`config.mk`:
```
export PLATFORM = sky130hd
export DESIGN_NAME = phase_residue_decoder
export DESIGN_NICKNAME = d
export VERILOG_FILES = /design/src/rtl/phdec_pkg.sv /design/src/rtl/phdec_gather.sv /design/src/rtl/phdec_johnson.sv /design/src/rtl/phdec_fold.sv /design/src/rtl/phase_residue_decoder.sv
export SDC_FILE = /design/constraint.sdc
export NUM_CORES = 1
export LEC_CHECK = 0
export BUFFER_PORTS_ARGS = -buffer_cell sky130_fd_sc_hd__buf_2
export CAP_MARGIN = 20
export CORE_ASPECT_RATIO = 1.1
export CORE_MARGIN = 3
export CORE_UTILIZATION = 50
export CTS_BUF_LIST = sky130_fd_sc_hd__clkbuf_4
export CTS_CLUSTER_SIZE = 28
export DETAILED_ROUTE_END_ITERATION = 8
export PLACE_DENSITY = 0.68
export SLEW_MARGIN = 10
export SYNTH_ARGS = -nofsm -noshare
export SYNTH_HDL_FRONTEND = slang
export SYNTH_SLANG_ARGS = --single-unit
```
`constraint.sdc`:
```
create_clock -name clk -period 13.2 [get_ports clk]
set_input_delay 0 -clock clk [delete_from_list [all_inputs] [get_ports clk]]
set_output_delay 0 -clock clk [all_outputs]
set_load 0.01 [all_outputs]
```
`src/rtl/phdec_pkg.sv`:
```
// Package: shared types for the comparator-code to residue decoder.
// Assumes nothing beyond IEEE 1800-2017.
package phdec_pkg;
    // Outcome of the most recent time slot.
    typedef enum logic [1:0] {
        SLOT_IDLE = 2'd0,
        SLOT_GOOD = 2'd1,
        SLOT_BAD  = 2'd2
    } slot_state_e;
endpackage

```
`src/rtl/phdec_gather.sv`:
```
// Module: phdec_gather
// Gathers the enabled comparator bits into the low end of a vector,
// keeping ascending channel order. It also counts the enabled channels.
// Assumes: the mask is stable for the slot being decoded.
module phdec_gather #(
    parameter int K = 5,
    localparam int CNT_W = $clog2(K + 1)
) (
    input  logic [K-1:0]     code_i,
    input  logic [K-1:0]     mask_i,
    output logic [K-1:0]     packed_o,
    output logic [CNT_W-1:0] count_o
);
    // Walk the channels in order and append each enabled bit.
    always_comb begin
        int fill;
        fill     = 0;
        packed_o = '0;
        for (int i = 0; i < K; i++) begin
            if (mask_i[i]) begin
                packed_o[fill] = code_i[i];
                fill = fill + 1;
            end
        end
        count_o = CNT_W'(fill);
    end
endmodule

```
`src/rtl/phdec_johnson.sv`:
```
// Module: phdec_johnson
// Finds the interval index of a packed circular word of E active bits.
// Interval j fills bits from the bottom up to j for j <= E, then empties
// them from the bottom. Reports whether any interval matched.
// Assumes: bits at or above E in the packed word are zero.
module phdec_johnson #(
    parameter int K = 5,
    localparam int CNT_W = $clog2(K + 1),
    localparam int IDX_W = $clog2(2 * K)
) (
    input  logic [K-1:0]     packed_i,
    input  logic [CNT_W-1:0] count_i,
    output logic             hit_o,
    output logic [IDX_W-1:0] idx_o
);
    logic [K-1:0] ref_word;

    // Compare the input against every interval word of the active length.
    always_comb begin
        hit_o    = 1'b0;
        idx_o    = '0;
        ref_word = '0;
        for (int j = 0; j < 2 * K; j++) begin
            if (j < 2 * int'(count_i)) begin
                ref_word = '0;
                for (int b = 0; b < K; b++) begin
                    if (b < int'(count_i)) begin
                        ref_word[b] = (j <= int'(count_i)) ? (b < j)
                                                          : (b >= j - int'(count_i));
                    end
                end
                if (!hit_o && ref_word == packed_i) begin
                    hit_o = 1'b1;
                    idx_o = IDX_W'(j);
                end
            end
        end
    end
endmodule

```
`src/rtl/phdec_fold.sv`:
```
// Module: phdec_fold
// Folds an interval index onto a residue of the chosen modulus:
// residue = floor(idx * mod / (2E)). It uses a compare ladder, not a divider.
// It also decides whether the modulus fits the E enabled channels.
module phdec_fold #(
    parameter int K = 5,
    localparam int CNT_W = $clog2(K + 1),
    localparam int IDX_W = $clog2(2 * K),
    localparam int MOD_W = $clog2(2 * K + 1),
    localparam int RES_W = $clog2(2 * K)
) (
    input  logic [IDX_W-1:0] idx_i,
    input  logic [CNT_W-1:0] count_i,
    input  logic [MOD_W-1:0] mod_i,
    output logic             legal_o,
    output logic [RES_W-1:0] res_o
);
    // Configuration check: 1 <= mod <= 2E.
    always_comb begin
        legal_o = (mod_i != '0) && (int'(mod_i) <= 2 * int'(count_i));
    end

    // Largest t < mod with t * 2E <= idx * mod.
    always_comb begin
        int best;
        best = 0;
        for (int t = 1; t < 2 * K; t++) begin
            if (t < int'(mod_i) &&
                t * 2 * int'(count_i) <= int'(idx_i) * int'(mod_i)) begin
                best = t;
            end
        end
        res_o = RES_W'(best);
    end
endmodule

```
`src/rtl/phase_residue_decoder.sv`:
```
// Module: phase_residue_decoder (top)
// Decodes K comparator bits into a residue of a run-time modulus. Disabled
// channels are dropped from the circular code. The result is registered one
// cycle after the strobe. Invalid words or configurations raise err_o and
// keep the last residue.
// Assumes: synchronous active-low reset; inputs stable around the edge.
module phase_residue_decoder #(
    parameter int K = 5,
    localparam int CNT_W = $clog2(K + 1),
    localparam int IDX_W = $clog2(2 * K),
    localparam int MOD_W = $clog2(2 * K + 1),
    localparam int RES_W = $clog2(2 * K)
) (
    input  logic             clk,
    input  logic             rst_n,
    input  logic             strobe_i,
    input  logic [K-1:0]     code_i,
    input  logic [K-1:0]     chan_en_i,
    input  logic [MOD_W-1:0] mod_i,
    output logic [RES_W-1:0] residue_o,
    output logic             valid_o,
    output logic             err_o
);
    import phdec_pkg::*;

    logic [K-1:0]     packed_w;
    logic [CNT_W-1:0] count_w;
    logic             hit_w;
    logic [IDX_W-1:0] idx_w;
    logic             legal_w;
    logic [RES_W-1:0] res_w;
    slot_state_e      slot_q;
    logic [RES_W-1:0] residue_q;

    phdec_gather #(.K(K)) u_gather (
        .code_i   (code_i),
        .mask_i   (chan_en_i),
        .packed_o (packed_w),
        .count_o  (count_w)
    );

    phdec_johnson #(.K(K)) u_johnson (
        .packed_i (packed_w),
        .count_i  (count_w),
        .hit_o    (hit_w),
        .idx_o    (idx_w)
    );

    phdec_fold #(.K(K)) u_fold (
        .idx_i   (idx_w),
        .count_i (count_w),
        .mod_i   (mod_i),
        .legal_o (legal_w),
        .res_o   (res_w)
    );

    // Capture the slot outcome and update the residue only on success.
    always_ff @(posedge clk) begin
        if (!rst_n) begin
            slot_q    <= SLOT_IDLE;
            residue_q <= '0;
        end else if (strobe_i) begin
            if (legal_w && hit_w) begin
                slot_q    <= SLOT_GOOD;
                residue_q <= res_w;
            end else begin
                slot_q    <= SLOT_BAD;
            end
        end else begin
            slot_q <= SLOT_IDLE;
        end
    end

    // Drive the flags from the registered slot outcome.
    always_comb begin
        residue_o = residue_q;
        valid_o   = (slot_q == SLOT_GOOD);
        err_o     = (slot_q == SLOT_BAD);
    end
endmodule

```
# ---- Word level (Yosys, flattened, before mapping)
# Cells that the tools add are included.
# W data, S select, Z words.
dict set report totals {
  ff_bits 6
  in_bits 17
  output_inout_bits 6
  wordCells 359
}
dict set report classes {
  addsub 13
  mul 6
  magnitude_cmp 94
  eq_ne 12
  mux 196
  n_reduce_logical 36
}
# operator count
set ops {}
lappend ops {{$ge A3 B32 Y1 const A} 18}
lappend ops {{$ge A1 B32 Y1 const A} 9}
lappend ops {{$ge A2 B32 Y1 const A} 9}
lappend ops {{$ge A4 B32 Y1 const A} 9}
lappend ops {{$le A32 B32 Y1} 5}
lappend ops {{$mux W1} 154}
lappend ops {{$ge A32 B1 Y1 const B} 3}
lappend ops {{$lt A32 B5 Y1 const B} 3}
lappend ops {{$mux W32} 3}
lappend ops {{$mux W4} 19}
lappend ops {{$add A32 B2 Y32 const B} 2}
lappend ops {{$eq A5 B5 Y1} 10}
lappend ops {{$le A7 B32 Y1} 1}
lappend ops {{$le A8 B32 Y1} 1}
lappend ops {{$lt A3 B4 Y1 const A} 8}
lappend ops {{$logic_and A1 B1 Y1} 24}
lappend ops {{$bwmux W5} 4}
lappend ops {{$mux W5} 4}
lappend ops {{$lt A2 B4 Y1 const A} 4}
lappend ops {{$lt A4 B4 Y1 const A} 4}
lappend ops {{$sub A3 B3 Y4 const A} 4}
lappend ops {{$mux W3} 5}
lappend ops {{$demux W1 S3} 4}
lappend ops {{$le A3 B3 Y1 const A} 4}
lappend ops {{26 further kinds} 46}

# ---- Longest topological paths before layout
dict set report logic_depth {
  depth_word 64
  mapped_depth 43
  ltp_nobuf 42
}

# ---- Cells and area by module
# Synthesis repeated with hierarchy kept, for this count alone.
dict set report unflattened {
  cells_unflattened 497
  hier_area_um2 3772.4
}
# module instances cells_per_inst area_per_inst_um2 seq_area_each_um2
set modules_own_cells {}
lappend modules_own_cells {phdec_fold 1 200 1644.1 0.0}
lappend modules_own_cells {phdec_johnson 1 189 1331.3 0.0}
lappend modules_own_cells {phdec_gather 1 81 561.8 0.0}
lappend modules_own_cells {phase_residue_decoder 1 27 235.2 120.1}

# ---- Worst setup path after synthesis
# Ideal clock, no wire load.
dict set report synth_timing {
  path_type {in2reg}
  start {in chan_en_i[2]}
  end {reg residue_q[1] (netlist: residue_o[1])}
  setup_time_ns 0.125
  arrival_ns 9.660
  required_time_ns 13.075
  setup_slack_ns 3.414
  path_stages 36
  path_buffers 2
  path_cell_list {clkbuf_1 -> inv_1 -> fa_1 -> inv_1 -> ha_1 -> nor2b_1 -> a31oi_1 -> ha_1 -> nor2_1 -> a211oi_1 -> inv_1 -> ha_1 -> clkbuf_1 -> a21boi_0 -> a21oi_1 -> a2111oi_0 -> nand4_1 -> o22ai_1 -> a31oi_2 -> o22ai_1 -> a21oi_1 -> nand2b_1 -> fa_1 -> fa_1 -> inv_1 -> ha_1 -> a21o_1 -> a21oi_1 -> xnor2_1 -> inv_1 -> maj3_1 -> a2111oi_0 -> o21ai_0 -> nand3_1 -> nor3_1 -> o41a_1}
}
dict set report synth_via {
  elab_chain_len 59
  elab_cells_between_ends 321
  cone_classes {11 x add/sub; 6 x mul; 80 x order compare; 10 x eq/ne; 183 x mux; 31 x reduce/logical}
}
# item line
set synth_lines {}
lappend synth_lines {{start: declaration} phase_residue_decoder.sv:18} ;# input logic [K-1:0] chan_en_i,
lappend synth_lines {{branches (longest 59 deep; another with $add A32 B2 Y32)} -}
lappend synth_lines {{end signal: assignment} phase_residue_decoder.sv:65} ;# residue_q <= res_w;
lappend synth_lines {{end: declaration} phase_residue_decoder.sv:33} ;# logic [RES_W-1:0] residue_q;
# Parallel ways; which one is timed is not known. The select of a mux whose other input is x is not followed.
# A chain may end at the register's enable or synchronous reset.

# ---- Worst setup path in the final report
# Ends and elaborated chain as after synthesis.

==> qor.csv <==
stage,metric,value,unit
run_status,status,"complete, no violations",
clocking,clk_latency,0.25,ns
critical_path,worstPathRequired,13.33,ns
clocking,post_cts_buffers,0,
sta,slew_headroom,29.21,%
sta,rsz0062_at_grt,false,
placed_design,gp_congestion,0.9020,
drt,wl_per_cell,16.85,um
critical_path,critPathMaxStageDelay,0.89,ns
drt,via_count,3892,
global_routing,antenna_found_initial,0,
drt,wl,10450,um
power_and_ir_drop,powerDensity,159.7,mW/mm2
yosys,ys_seq_elements,6,
sta,fin_ws,2.670,ns
drt,drc,0,
die,die_area,0.008768,mm2
die,coreArea,0.007247,mm2
sta,finalSetupTns,0,ns
clocking,cts_buffer_depth,2,
clocking,numCtsBuffers,3,
sta,fin_crit,10.53,ns
yosys,synth_top_area_share,21.18,%
global_routing,grt.overflow.total,0,
yosys,synth_seq_area_share,3.128,%
hold_path,hp-class,in2reg,
critical_path,crit_path_end_kind,flop,
yosys,syn_area_per_cell,7.529,um2
critical_path,slowest_stage,clkinv_1,
die,fp.dieW,89.56,um
layout,final_core_util,55.58,%
layout,finalNetCount,611,
drt,drt-pass1-iter-count,5,
drt,routed-wl-met3,484,um
drt,wl_met1,5217,um
die,rows,32,
yosys,yosysMostFrequentCell,ha_1,
sta,finalHoldViolations,0,
critical_path,r2r_setup_slack,12.24,ns
power_and_ir_drop,ir_drop,0.1174,mV
yosys,synth_common_cells,"ha_1, inv_1, a21oi_1, nand2_1, nor2_1",
drt,wl_met2,4587,um
global_routing,track_usage,24.45,%
clocking,root_buffer,clkbuf_4,
flow_run,cap_violations,0,
yosys,yosysTopAreaCell,ha_1,
critical_path,crit_arrival,10.66,ns
sta,finalClockSkew,0,ns
yosys,synthFlopType,dfxtp_1,
placed_design,place_ws,2.519,ns
layout,area_growth,4.888,%
yosys,synth_cell_types,79,
sta,setup_viol,0,
clocking,cts_tree,built,
global_routing,grt_max_degree,23,
sta,worstMarginPinSlew,1.032,ns
critical_path,critPathKind,in2reg,
yosys,yosys_warnings,0,
clocking,clkTransAtPathRegs,0.05,ns
sta,fmax,0.09497,GHz
drt,via_per_inst,6.277,
drt,dr.max_layer_used,met4,
power_and_ir_drop,leakagePower,0.001746,uW
sta,slew_violations,0,
yosys,synth_area_leaders,"ha_1, xnor2_1, fa_1",
yosys,synth_nets,601,
die,io_pins,23,
global_routing,grt_pass1_vias,3811,
die,die_h,97.91,um
yosys,synthArstFlopShare,0,%
placed_design,io_buffers,22,
yosys,netlist_area,0.003840,mm2
critical_path,start_kind,primary input,
clocking,cts.sinks,6,
sta,period_share,79.77,%
yosys,synth_edf_count,0,
yosys,syn_inst,510,
layout,layout-drive-gt1-share,9.846,%
placed_design,place_hpwl,8230,um
global_routing,grt_pass1_wl,17910,um
drt,drt_iter0_markers,281,
critical_path,worst-path-max-fanout,22,
clocking,htreeDepth,1,
drt,ant_nets,0,
die,initial_core_util,52.99,%
layout,diodes,0,
-- power breakdown --
| part | internal (uW) | leakage (uW) | switching (uW) |
|---|---|---|---|
| clock | 10.3 | 0.0000138 | 7.18 |
| combinational | 242 | 0.00168 | 359 |
| sequential | 22.7 | 0.0000490 | 2.09 |
| total | 275 | 0.00175 | 368 |
-- state kept, by name, summed over array words and instances, names as in the netlist --
signal     cells
residue_o      4
slot_q         2
-- what timing repair did --
action / 4_1_cts / 5_1_grt
hold buffers: 1 / 0
endpoints found under the setup margin: 0 / 0
resized for setup: 0 / 0
endpoints found under the hold margin: 1 / 0
-- cells by family (layout without fill, tap and decap cells) --
logic type / count (synthesis) / count (layout) / share of synthesized area (%)
AND/OR/NAND/NOR: 180 / 180 / 25.45
XOR/XNOR: 38 / 38 / 9.417
flip-flops: 6 / 6 / 3.128
AO/OA/AOI/OAI: 143 / 143 / 26.30
adder cells (fa/ha/maj): 77 / 77 / 26.65
multiplexers: 7 / 7 / 2.574
buffers and inverters: 59 / 67 / 6.484
-- stage by stage --
stage | instances | cell area (um2) | hold WS [ns] | total power [uW]
floorplan | 510 | 3840 | 0.1161 | 484.3
global placement | 616 | 3995 | 0.2483 | 605.2
detailed placement | 616 | 3995 | 0.2482 | 614.7
CTS | 620 | 4028 | 0.009124 | 635.5
global route | 620 | 4028 | 0.02915 | 722.7
finish | 620 | 4028 | 0.01220 | 643.0
-- area by class of cell --
type / instances / area, um2
Clock buffer: 3 / 22.52
Fill cell: 710 / 3219
Inverter: 39 / 146.4
Multi-Input combinational cell: 445 / 3476
Sequential cell: 6 / 120.1
Tap cell: 102 / 127.6
Timing Repair Buffer: 25 / 135.1
-- path summary, 6_finish.rpt --
kind,start,endpoint,depth (start not counted)
worst max register to register,residue_o[1]$_SDFFE_PN0P_,residue_o[1]$_SDFFE_PN0P_,2
worst max-delay path,chan_en_i[2],residue_o[1]$_SDFFE_PN0P_,38
worst min register to register,residue_o[2]$_SDFFE_PN0P_,residue_o[2]$_SDFFE_PN0P_,2
worst min-delay path,rst_n,slot_q[1]$_SDFF_PN0_,3
-- worst max-delay path: cells and delay by family --
family,cells,cell delay (ns)
xor gates and xnor gates,2,1.22
AOI/OAI and AO/OA,13,2.67
and+or+nand+nor,10,1.42
adders and majority gates,8,3.90
buffers and inverters,5,1.43
-- layout by cell type, fill, tap and decap left out, types with 7 or more instances in the layout --
cell	n
a21o_1	10
a21oi_1	34
a31oi_1	7
and2_1	13
buf_2	22
fa_1	9
ha_1	65
inv_1	38
nand2_1	34
nand3_1	18
nor2_1	32
nor2b_1	11
nor3_1	16
nor4_1	7
o21ai_0	24
xnor2_1	21
xor2_1	15
-- per-layer routing --
metal,vias up,GRT usage [%]
li1,1902,-
met1,1845,37.63
met2,127,37.22
met3,18,1.435
met4,0,4.696
met5,-,0
(Power assumes the default switching activity.)
